==> src/rtl/sdram_init_pkg.sv <==
package sdram_init_pkg;

    typedef enum logic [2:0] {
        OP_NORMAL    = 3'd0,
        OP_CLK_EN    = 3'd1,
        OP_PRECHARGE = 3'd2,
        OP_AUTO_REF  = 3'd3,
        OP_LOAD_MODE = 3'd4,
        OP_SELF_REF  = 3'd5,
        OP_POWER_DN  = 3'd6,
        OP_RSVD      = 3'd7
    } op_e;

    // Field positions inside the command word
    localparam int OP_LSB      = 0;
    localparam int OP_W        = 3;
    localparam int SEL1_BIT    = 3;   // drives chip select 1
    localparam int SEL0_BIT    = 4;   // drives chip select 0
    localparam int NREF_LSB    = 5;
    localparam int NREF_W      = 4;
    localparam int PAYLOAD_LSB = 9;
    localparam int NUM_CS      = 2;
    localparam int AP_BIT      = 10;  // auto-precharge / all-banks address bit

    // {ras_n, cas_n, we_n}
    typedef struct packed {
        logic ras_n;
        logic cas_n;
        logic we_n;
    } pins_t;

    localparam pins_t PINS_NOP = '{ras_n: 1'b1, cas_n: 1'b1, we_n: 1'b1};
    localparam pins_t PINS_PRE = '{ras_n: 1'b0, cas_n: 1'b1, we_n: 1'b0};
    localparam pins_t PINS_REF = '{ras_n: 1'b0, cas_n: 1'b0, we_n: 1'b1};
    localparam pins_t PINS_LMR = '{ras_n: 1'b0, cas_n: 1'b0, we_n: 1'b0};

endpackage

==> src/rtl/sdram_cmd_decode.sv <==
module sdram_cmd_decode
    import sdram_init_pkg::*;
#(
    parameter int ADDR_W = 13
) (
    input  logic [PAYLOAD_LSB+ADDR_W-1:0] word_i,
    output op_e                           op_o,
    output logic [NUM_CS-1:0]             sel_o,
    output logic [NREF_W-1:0]             nref_o,
    output logic [ADDR_W-1:0]             payload_o,
    output logic                          seq_op_o
);
    always_comb begin
        op_o      = op_e'(word_i[OP_LSB +: OP_W]);
        sel_o     = {word_i[SEL1_BIT], word_i[SEL0_BIT]};
        nref_o    = word_i[NREF_LSB +: NREF_W];
        payload_o = word_i[PAYLOAD_LSB +: ADDR_W];
        unique case (op_o)
            OP_CLK_EN, OP_PRECHARGE, OP_AUTO_REF, OP_LOAD_MODE: seq_op_o = 1'b1;
            default:                                            seq_op_o = 1'b0;
        endcase
    end
endmodule

==> src/rtl/sdram_pin_enc.sv <==
module sdram_pin_enc
    import sdram_init_pkg::*;
#(
    parameter int ADDR_W = 13
) (
    input  logic              issue_i,
    input  op_e               op_i,
    input  logic [NUM_CS-1:0] sel_i,
    input  logic [ADDR_W-1:0] payload_i,
    output logic [NUM_CS-1:0] cs_n_o,
    output pins_t             pins_o,
    output logic [ADDR_W-1:0] addr_o,
    output logic [1:0]        ba_o
);
    always_comb begin
        cs_n_o = '1;
        pins_o = PINS_NOP;
        addr_o = '0;
        ba_o   = '0;
        if (issue_i) begin
            cs_n_o = ~sel_i;
            unique case (op_i)
                OP_PRECHARGE: begin
                    pins_o         = PINS_PRE;
                    addr_o[AP_BIT] = 1'b1;
                end
                OP_AUTO_REF:  pins_o = PINS_REF;
                OP_LOAD_MODE: begin
                    pins_o = PINS_LMR;
                    addr_o = payload_i;
                end
                default: begin
                    cs_n_o = '1;
                    pins_o = PINS_NOP;
                end
            endcase
        end
    end
endmodule

==> src/rtl/sdram_init_seq.sv <==
module sdram_init_seq
    import sdram_init_pkg::*;
#(
    parameter int ADDR_W    = 13,
    parameter int PWRUP_CYC = 20,
    parameter int T_RP      = 2,
    parameter int T_RC      = 3,
    parameter int T_MRD     = 2
) (
    input  logic                          clk_i,
    input  logic                          rst_ni,
    input  logic                          cmd_we_i,
    input  logic [PAYLOAD_LSB+ADDR_W-1:0] cmd_word_i,
    output logic                          busy_o,
    output logic                          err_o,
    output logic                          cke_o,
    output logic [NUM_CS-1:0]             cs_n_o,
    output logic                          ras_n_o,
    output logic                          cas_n_o,
    output logic                          we_n_o,
    output logic [ADDR_W-1:0]             addr_o,
    output logic [1:0]                    ba_o
);
    localparam int MAX_A   = (PWRUP_CYC > T_RP)  ? PWRUP_CYC : T_RP;
    localparam int MAX_B   = (T_RC > T_MRD)      ? T_RC      : T_MRD;
    localparam int MAX_WT  = (MAX_A > MAX_B)     ? MAX_A     : MAX_B;
    localparam int CNT_W   = (MAX_WT > 1) ? $clog2(MAX_WT) : 1;

    typedef struct packed {
        logic              busy;
        logic [CNT_W-1:0]  cnt;
        logic [NREF_W-1:0] rem;
        logic [NUM_CS-1:0] sel;
        logic              cke;
        logic              err;
        logic [NUM_CS-1:0] cs_n;
        pins_t             pins;
        logic [ADDR_W-1:0] addr;
        logic [1:0]        ba;
    } state_t;

    localparam state_t RESET_STATE = '{
        busy: 1'b0, cnt: '0, rem: '0, sel: '0, cke: 1'b0, err: 1'b0,
        cs_n: '1, pins: PINS_NOP, addr: '0, ba: '0
    };

    state_t state_d, state_q;

    op_e               dec_op;
    logic [NUM_CS-1:0] dec_sel;
    logic [NREF_W-1:0] dec_nref;
    logic [ADDR_W-1:0] dec_payload;
    logic              dec_seq;

    sdram_cmd_decode #(.ADDR_W(ADDR_W)) u_decode (
        .word_i    (cmd_word_i),
        .op_o      (dec_op),
        .sel_o     (dec_sel),
        .nref_o    (dec_nref),
        .payload_o (dec_payload),
        .seq_op_o  (dec_seq)
    );

    logic              issue;
    op_e               iss_op;
    logic [NUM_CS-1:0] iss_sel;
    logic              accept;

    logic [NUM_CS-1:0] enc_cs_n;
    pins_t             enc_pins;
    logic [ADDR_W-1:0] enc_addr;
    logic [1:0]        enc_ba;

    sdram_pin_enc #(.ADDR_W(ADDR_W)) u_enc (
        .issue_i   (issue),
        .op_i      (iss_op),
        .sel_i     (iss_sel),
        .payload_i (dec_payload),
        .cs_n_o    (enc_cs_n),
        .pins_o    (enc_pins),
        .addr_o    (enc_addr),
        .ba_o      (enc_ba)
    );

    always_comb begin
        state_d = state_q;
        issue   = 1'b0;
        iss_op  = dec_op;
        iss_sel = dec_sel;
        accept  = cmd_we_i && !state_q.busy && (dec_sel != '0) && dec_seq
                  && (dec_op == OP_CLK_EN || state_q.cke);

        if (cmd_we_i && state_q.busy) begin
            state_d.err = 1'b1;
        end

        if (state_q.busy) begin
            if (state_q.cnt == '0) begin
                if (state_q.rem != '0) begin
                    issue       = 1'b1;
                    iss_op      = OP_AUTO_REF;
                    iss_sel     = state_q.sel;
                    state_d.rem = state_q.rem - 1'b1;
                    state_d.cnt = CNT_W'(T_RC - 1);
                end else begin
                    state_d.busy = 1'b0;
                end
            end else begin
                state_d.cnt = state_q.cnt - 1'b1;
            end
        end else if (accept) begin
            state_d.busy = 1'b1;
            state_d.sel  = dec_sel;
            state_d.rem  = '0;
            unique case (dec_op)
                OP_CLK_EN: begin
                    state_d.cke = 1'b1;
                    state_d.cnt = CNT_W'(PWRUP_CYC - 1);
                end
                OP_PRECHARGE: begin
                    issue       = 1'b1;
                    state_d.cnt = CNT_W'(T_RP - 1);
                end
                OP_AUTO_REF: begin
                    issue       = 1'b1;
                    state_d.cnt = CNT_W'(T_RC - 1);
                    state_d.rem = dec_nref;
                end
                default: begin
                    issue       = 1'b1;
                    state_d.cnt = CNT_W'(T_MRD - 1);
                end
            endcase
        end

        state_d.cs_n = enc_cs_n;
        state_d.pins = enc_pins;
        state_d.addr = enc_addr;
        state_d.ba   = enc_ba;
    end

    always_ff @(posedge clk_i or negedge rst_ni) begin
        if (!rst_ni) state_q <= RESET_STATE;
        else         state_q <= state_d;
    end

    assign busy_o  = state_q.busy;
    assign err_o   = state_q.err;
    assign cke_o   = state_q.cke;
    assign cs_n_o  = state_q.cs_n;
    assign ras_n_o = state_q.pins.ras_n;
    assign cas_n_o = state_q.pins.cas_n;
    assign we_n_o  = state_q.pins.we_n;
    assign addr_o  = state_q.addr;
    assign ba_o    = state_q.ba;


    cke_hold_chk: assert property (@(posedge clk_i) disable iff (!rst_ni)
        cke_o |=> cke_o);


    no_cmd_without_cke_chk: assert property (@(posedge clk_i) disable iff (!rst_ni)
        (cs_n_o != '1) |-> cke_o);


    busy_write_err_chk: assert property (@(posedge clk_i) disable iff (!rst_ni)
        (cmd_we_i && busy_o) |=> err_o);


    err_sticky_chk: assert property (@(posedge clk_i) disable iff (!rst_ni)
        err_o |=> err_o);


    busy_from_write_chk: assert property (@(posedge clk_i) disable iff (!rst_ni)
        $rose(busy_o) |-> $past(cmd_we_i));


    precharge_all_chk: assert property (@(posedge clk_i) disable iff (!rst_ni)
        ((cs_n_o != '1) && !ras_n_o && cas_n_o && !we_n_o) |-> addr_o[AP_BIT]);


    cmd_needs_busy_chk: assert property (@(posedge clk_i) disable iff (!rst_ni)
        (cs_n_o != '1) |-> busy_o);

endmodule

==> config.mk <==
export PLATFORM = sky130hd
export DESIGN_NAME = sdram_init_seq
export DESIGN_NICKNAME = d
export VERILOG_FILES = /design/src/rtl/sdram_init_pkg.sv /design/src/rtl/sdram_cmd_decode.sv /design/src/rtl/sdram_pin_enc.sv /design/src/rtl/sdram_init_seq.sv
export SDC_FILE = /design/constraint.sdc
export NUM_CORES = 1
export LEC_CHECK = 0
export ABC_AREA = 1
export BUFFER_PORTS_ARGS = -buffer_cell sky130_fd_sc_hd__buf_4
export CORE_MARGIN = 4
export CORE_UTILIZATION = 50
export DETAILED_ROUTE_END_ITERATION = 8
export PLACE_DENSITY = 0.76
export SLEW_MARGIN = 20
export SYNTH_ARGS = -nofsm -noshare
export SYNTH_HDL_FRONTEND = slang
export SYNTH_SLANG_ARGS = --single-unit
export TNS_END_PERCENT = 100
==> constraint.sdc <==
create_clock -name clk_i -period 1.9 [get_ports clk_i]
set_input_delay 0.095 -clock clk_i [delete_from_list [all_inputs] [get_ports clk_i]]
set_output_delay 0.095 -clock clk_i [all_outputs]
set_load 0.1 [all_outputs]
==> impl_metrics.csv <==
group,metric,value,unit
worst_setup_path,crit_top_cell,"inv_1",
grt,antenna_found_initial,0,
clock_tree,h-tree-depth,2,
floorplan,fp.dieH,67.9,um
power,powerDensity,581,mW/mm^2
worst_setup_path,crit_path_end_kind,"flop",
yosys,yosysSeqAreaShare,44.9,%
worst_setup_path,crit_type,"reg -> reg",
sta,setup_ws,0.320,ns
floorplan,num_rows,21,
status,status,"finished clean",
layout,layout_common_cells,"nand2_1 (47), buf_4 (47), inv_1 (27), dfrtp_1 (27), nor2_1 (18)",
place,place_congestion,0.782,
sta,finClkSkew,0.00611,ns
yosys,synth_edf_count,0,
routing,via_per_inst,4.66,
worst_hold_path,hold_class,"in -> reg",
worst_setup_path,cp_slowest_stage_delay,0.39,ns
sta,fin_crit,1.58,ns
worst_setup_path,cp_slowest_cell,"dfrtp_1",
worst_setup_path,cp_top_family,"simple AND/OR/NAND/NOR gates",
yosys,ys_ff_latch,32,
sta,slew_violations,0,
layout,final_nets,285,
worst_setup_path,r2r_slack,0.32,ns
place,dp_slack,0.333,ns
grt,track_usage,17.8,%
clock_tree,clk_latency,0.33,ns
worst_setup_path,crit_path_end,"addr_o[2]$_DFF_PN0_",
grt,grt_pass1_wl,6030,um
layout,syn2layout_area_growth,25.3,%
floorplan,io_pins,48,
grt,grt_max_degree,33,
worst_setup_path,r2r_end,"addr_o[2]$_DFF_PN0_",
worst_setup_path,cp.arrival,1.80,ns
routing,routed-via-count,1411,
sta,final_hold_viol_count,0,
grt,grt_pass1_vias,1395,
clock_tree,clock_sinks,32,
sta,timing.final.crit_share,83.2,%
clock_tree,tritoncts,"yes",
yosys,syn-cell-area,0.00180,mm^2
clock_tree,ctsHoldBuffers,13,
sta,setup_violations,0,
clock_tree,cts-root-buf,"clkbuf_4",
place,hpwlAfterDp,2600,um
clock_tree,postCtsSetupBuffers,0,
clock_tree,cts_resized,0,
clock_tree,numCtsBuffers,5,
power,vdd_ir_drop_max,0.424,mV
yosys,synth_ff_type,"dfrtp_1",
worst_setup_path,crit_path_max_fanout,13,
routing,drc_errors,0,
layout,diodes,0,
sta,timing.fmax,0.633,GHz
yosys,yosys_warnings,0,
routing,dr.pass1.iters,4,
grt,grt_overflow,0,
worst_setup_path,crit_chain,"inv_1 -> ha_1 -> inv_1 -> nor2_1 -> nand4_4 -> nand2_1 -> buf_4 -> nor3b_1",
clock_tree,clkTransAtPathRegs,0.10,ns
worst_setup_path,path_buf_inv,3,
yosys,synth_area_per_cell,8.63,um^2
yosys,syn_inst,208,
worst_setup_path,r2r_cells,8,
floorplan,die_w,67.9,um
routing,drtAntennaViolNets,0,
worst_setup_path,r2r-start,"state_q[28]$_DFFE_PN0P_",
yosys,synth_cell_types,33,
routing,drt_first_iter_violations,34,
power,p_leak,0.00122,uW
routing,wl_per_cell,11.5,um
clock_tree,max-clock-path-buffers,2,
layout,fill_cells,271,
worst_setup_path,crit_path_start,"state_q[28]$_DFFE_PN0P_",
floorplan,die_area,0.00461,mm^2
routing,routed_wl,3490,um
sta,rsz0062_at_grt,"false",
worst_setup_path,cp.depth,8,
layout,drive_gt1_share,31.5,%
worst_setup_path,crit_required,2.12,ns
floorplan,core,0.00339,mm^2
floorplan,start_util,53.0,%
place,portBuffers,45,
yosys,synth_async_sr_flop_share,100,%
worst_setup_path,cp-start-kind,"flop",
run,drv_cap,0,
sta,tns,0,ns
## stage by stage
step | cells | utilization, % | power [uW] | hold WS [ns] | cell area (um^2)
5_1_grt | 303 | 66.4 | 1360 | 0.0117 | 2250
3_3_place_gp | 282 | 60.3 | 795 | 0.0503 | 2040
4_1_cts | 303 | 66.4 | 1320 | 0.0192 | 2250
6_report | 303 | 66.4 | 1310 | 0.0299 | 2250
3_5_place_dp | 282 | 60.3 | 797 | 0.0526 | 2040
2_1_floorplan | 209 | - | 740 | -0.201 | 1800
## cells in the mapped netlist, types with 2 or more instances
master | number | share of area [%]
buf_4 | 18 | 7.5
dfrtp_1 | 27 | 38
dfstp_2 | 5 | 7.3
ha_1 | 4 | 2.8
inv_1 | 27 | 5.6
nand2_1 | 47 | 9.8
nand2_2 | 7 | 2.4
nand2_4 | 2 | 1.3
nand3_1 | 12 | 3.3
nand4_1 | 6 | 2.1
nand4_4 | 2 | 2.4
nor2_1 | 18 | 3.8
nor2_2 | 4 | 1.4
o21ai_0 | 6 | 1.7
o21ai_1 | 4 | 1.1
xor2_1 | 2 | 0.98
## routing by layer
layer | vias up | wire (um) | global-route usage, %
met5 | - | 0 | 0
met4 | 0 | 57 | 8.44
met3 | 4 | 172 | 4.93
met2 | 31 | 1760 | 28.4
met1 | 653 | 1510 | 22.2
li1 | 723 | - | -
## worst min path at each step
stage	startpoint	endpoint	slack, ns	cells after the start
after floorplan	rst_ni	addr_o[0]$_DFF_PN0_	-0.20	0
after global placement	rst_ni	state_q[31]$_DFFE_PN0P_	0.05	1
after detailed placement	rst_ni	state_q[31]$_DFFE_PN0P_	0.05	1
after CTS	cmd_word_i[11]	addr_o[2]$_DFF_PN0_	0.02	2
after global routing	cmd_word_i[11]	addr_o[2]$_DFF_PN0_	0.01	2
final	cmd_word_i[11]	addr_o[2]$_DFF_PN0_	0.03	2
## flip-flops by register name (all words and copies together), names as in the netlist
signal and cells:
busy_o 1, we_n_o 1, state_q 11, cs_n_o 2
ras_n_o 1, addr_o 13, err_o 1, cas_n_o 1
cke_o 1
## report_power, final
| part | total (uW) | internal [uW] | switching [uW] |
|---|---|---|---|
| combinational | 123 | 57.9 | 64.8 |
| sequential | 681 | 681 | 0.0000000000000543 |
| clock | 504 | 276 | 228 |
| total | 1310 | 1010 | 293 |
## kinds of logic after synthesis
kind of cell	synth area share, %
simple gates	31.2
buf+inv	15.6
xor+xnor	0.976
compound gates	4.32
fa+ha+maj	2.79
flops	44.9
other cells	0.209
## layout make-up
class                   instances  area [um^2]  share of cell area, %
clock buffers                   6         41.3                   1.84
flip-flops and latches         32          807                   35.9
multi-input cells             128          712                   31.6
clock inverters                 2         35.0                   1.56
inverters                      29          114                   5.06
well taps                      46         57.6                   2.56
repair buffers                 60          483                   21.5
Power figures use the tool's default switching activity.
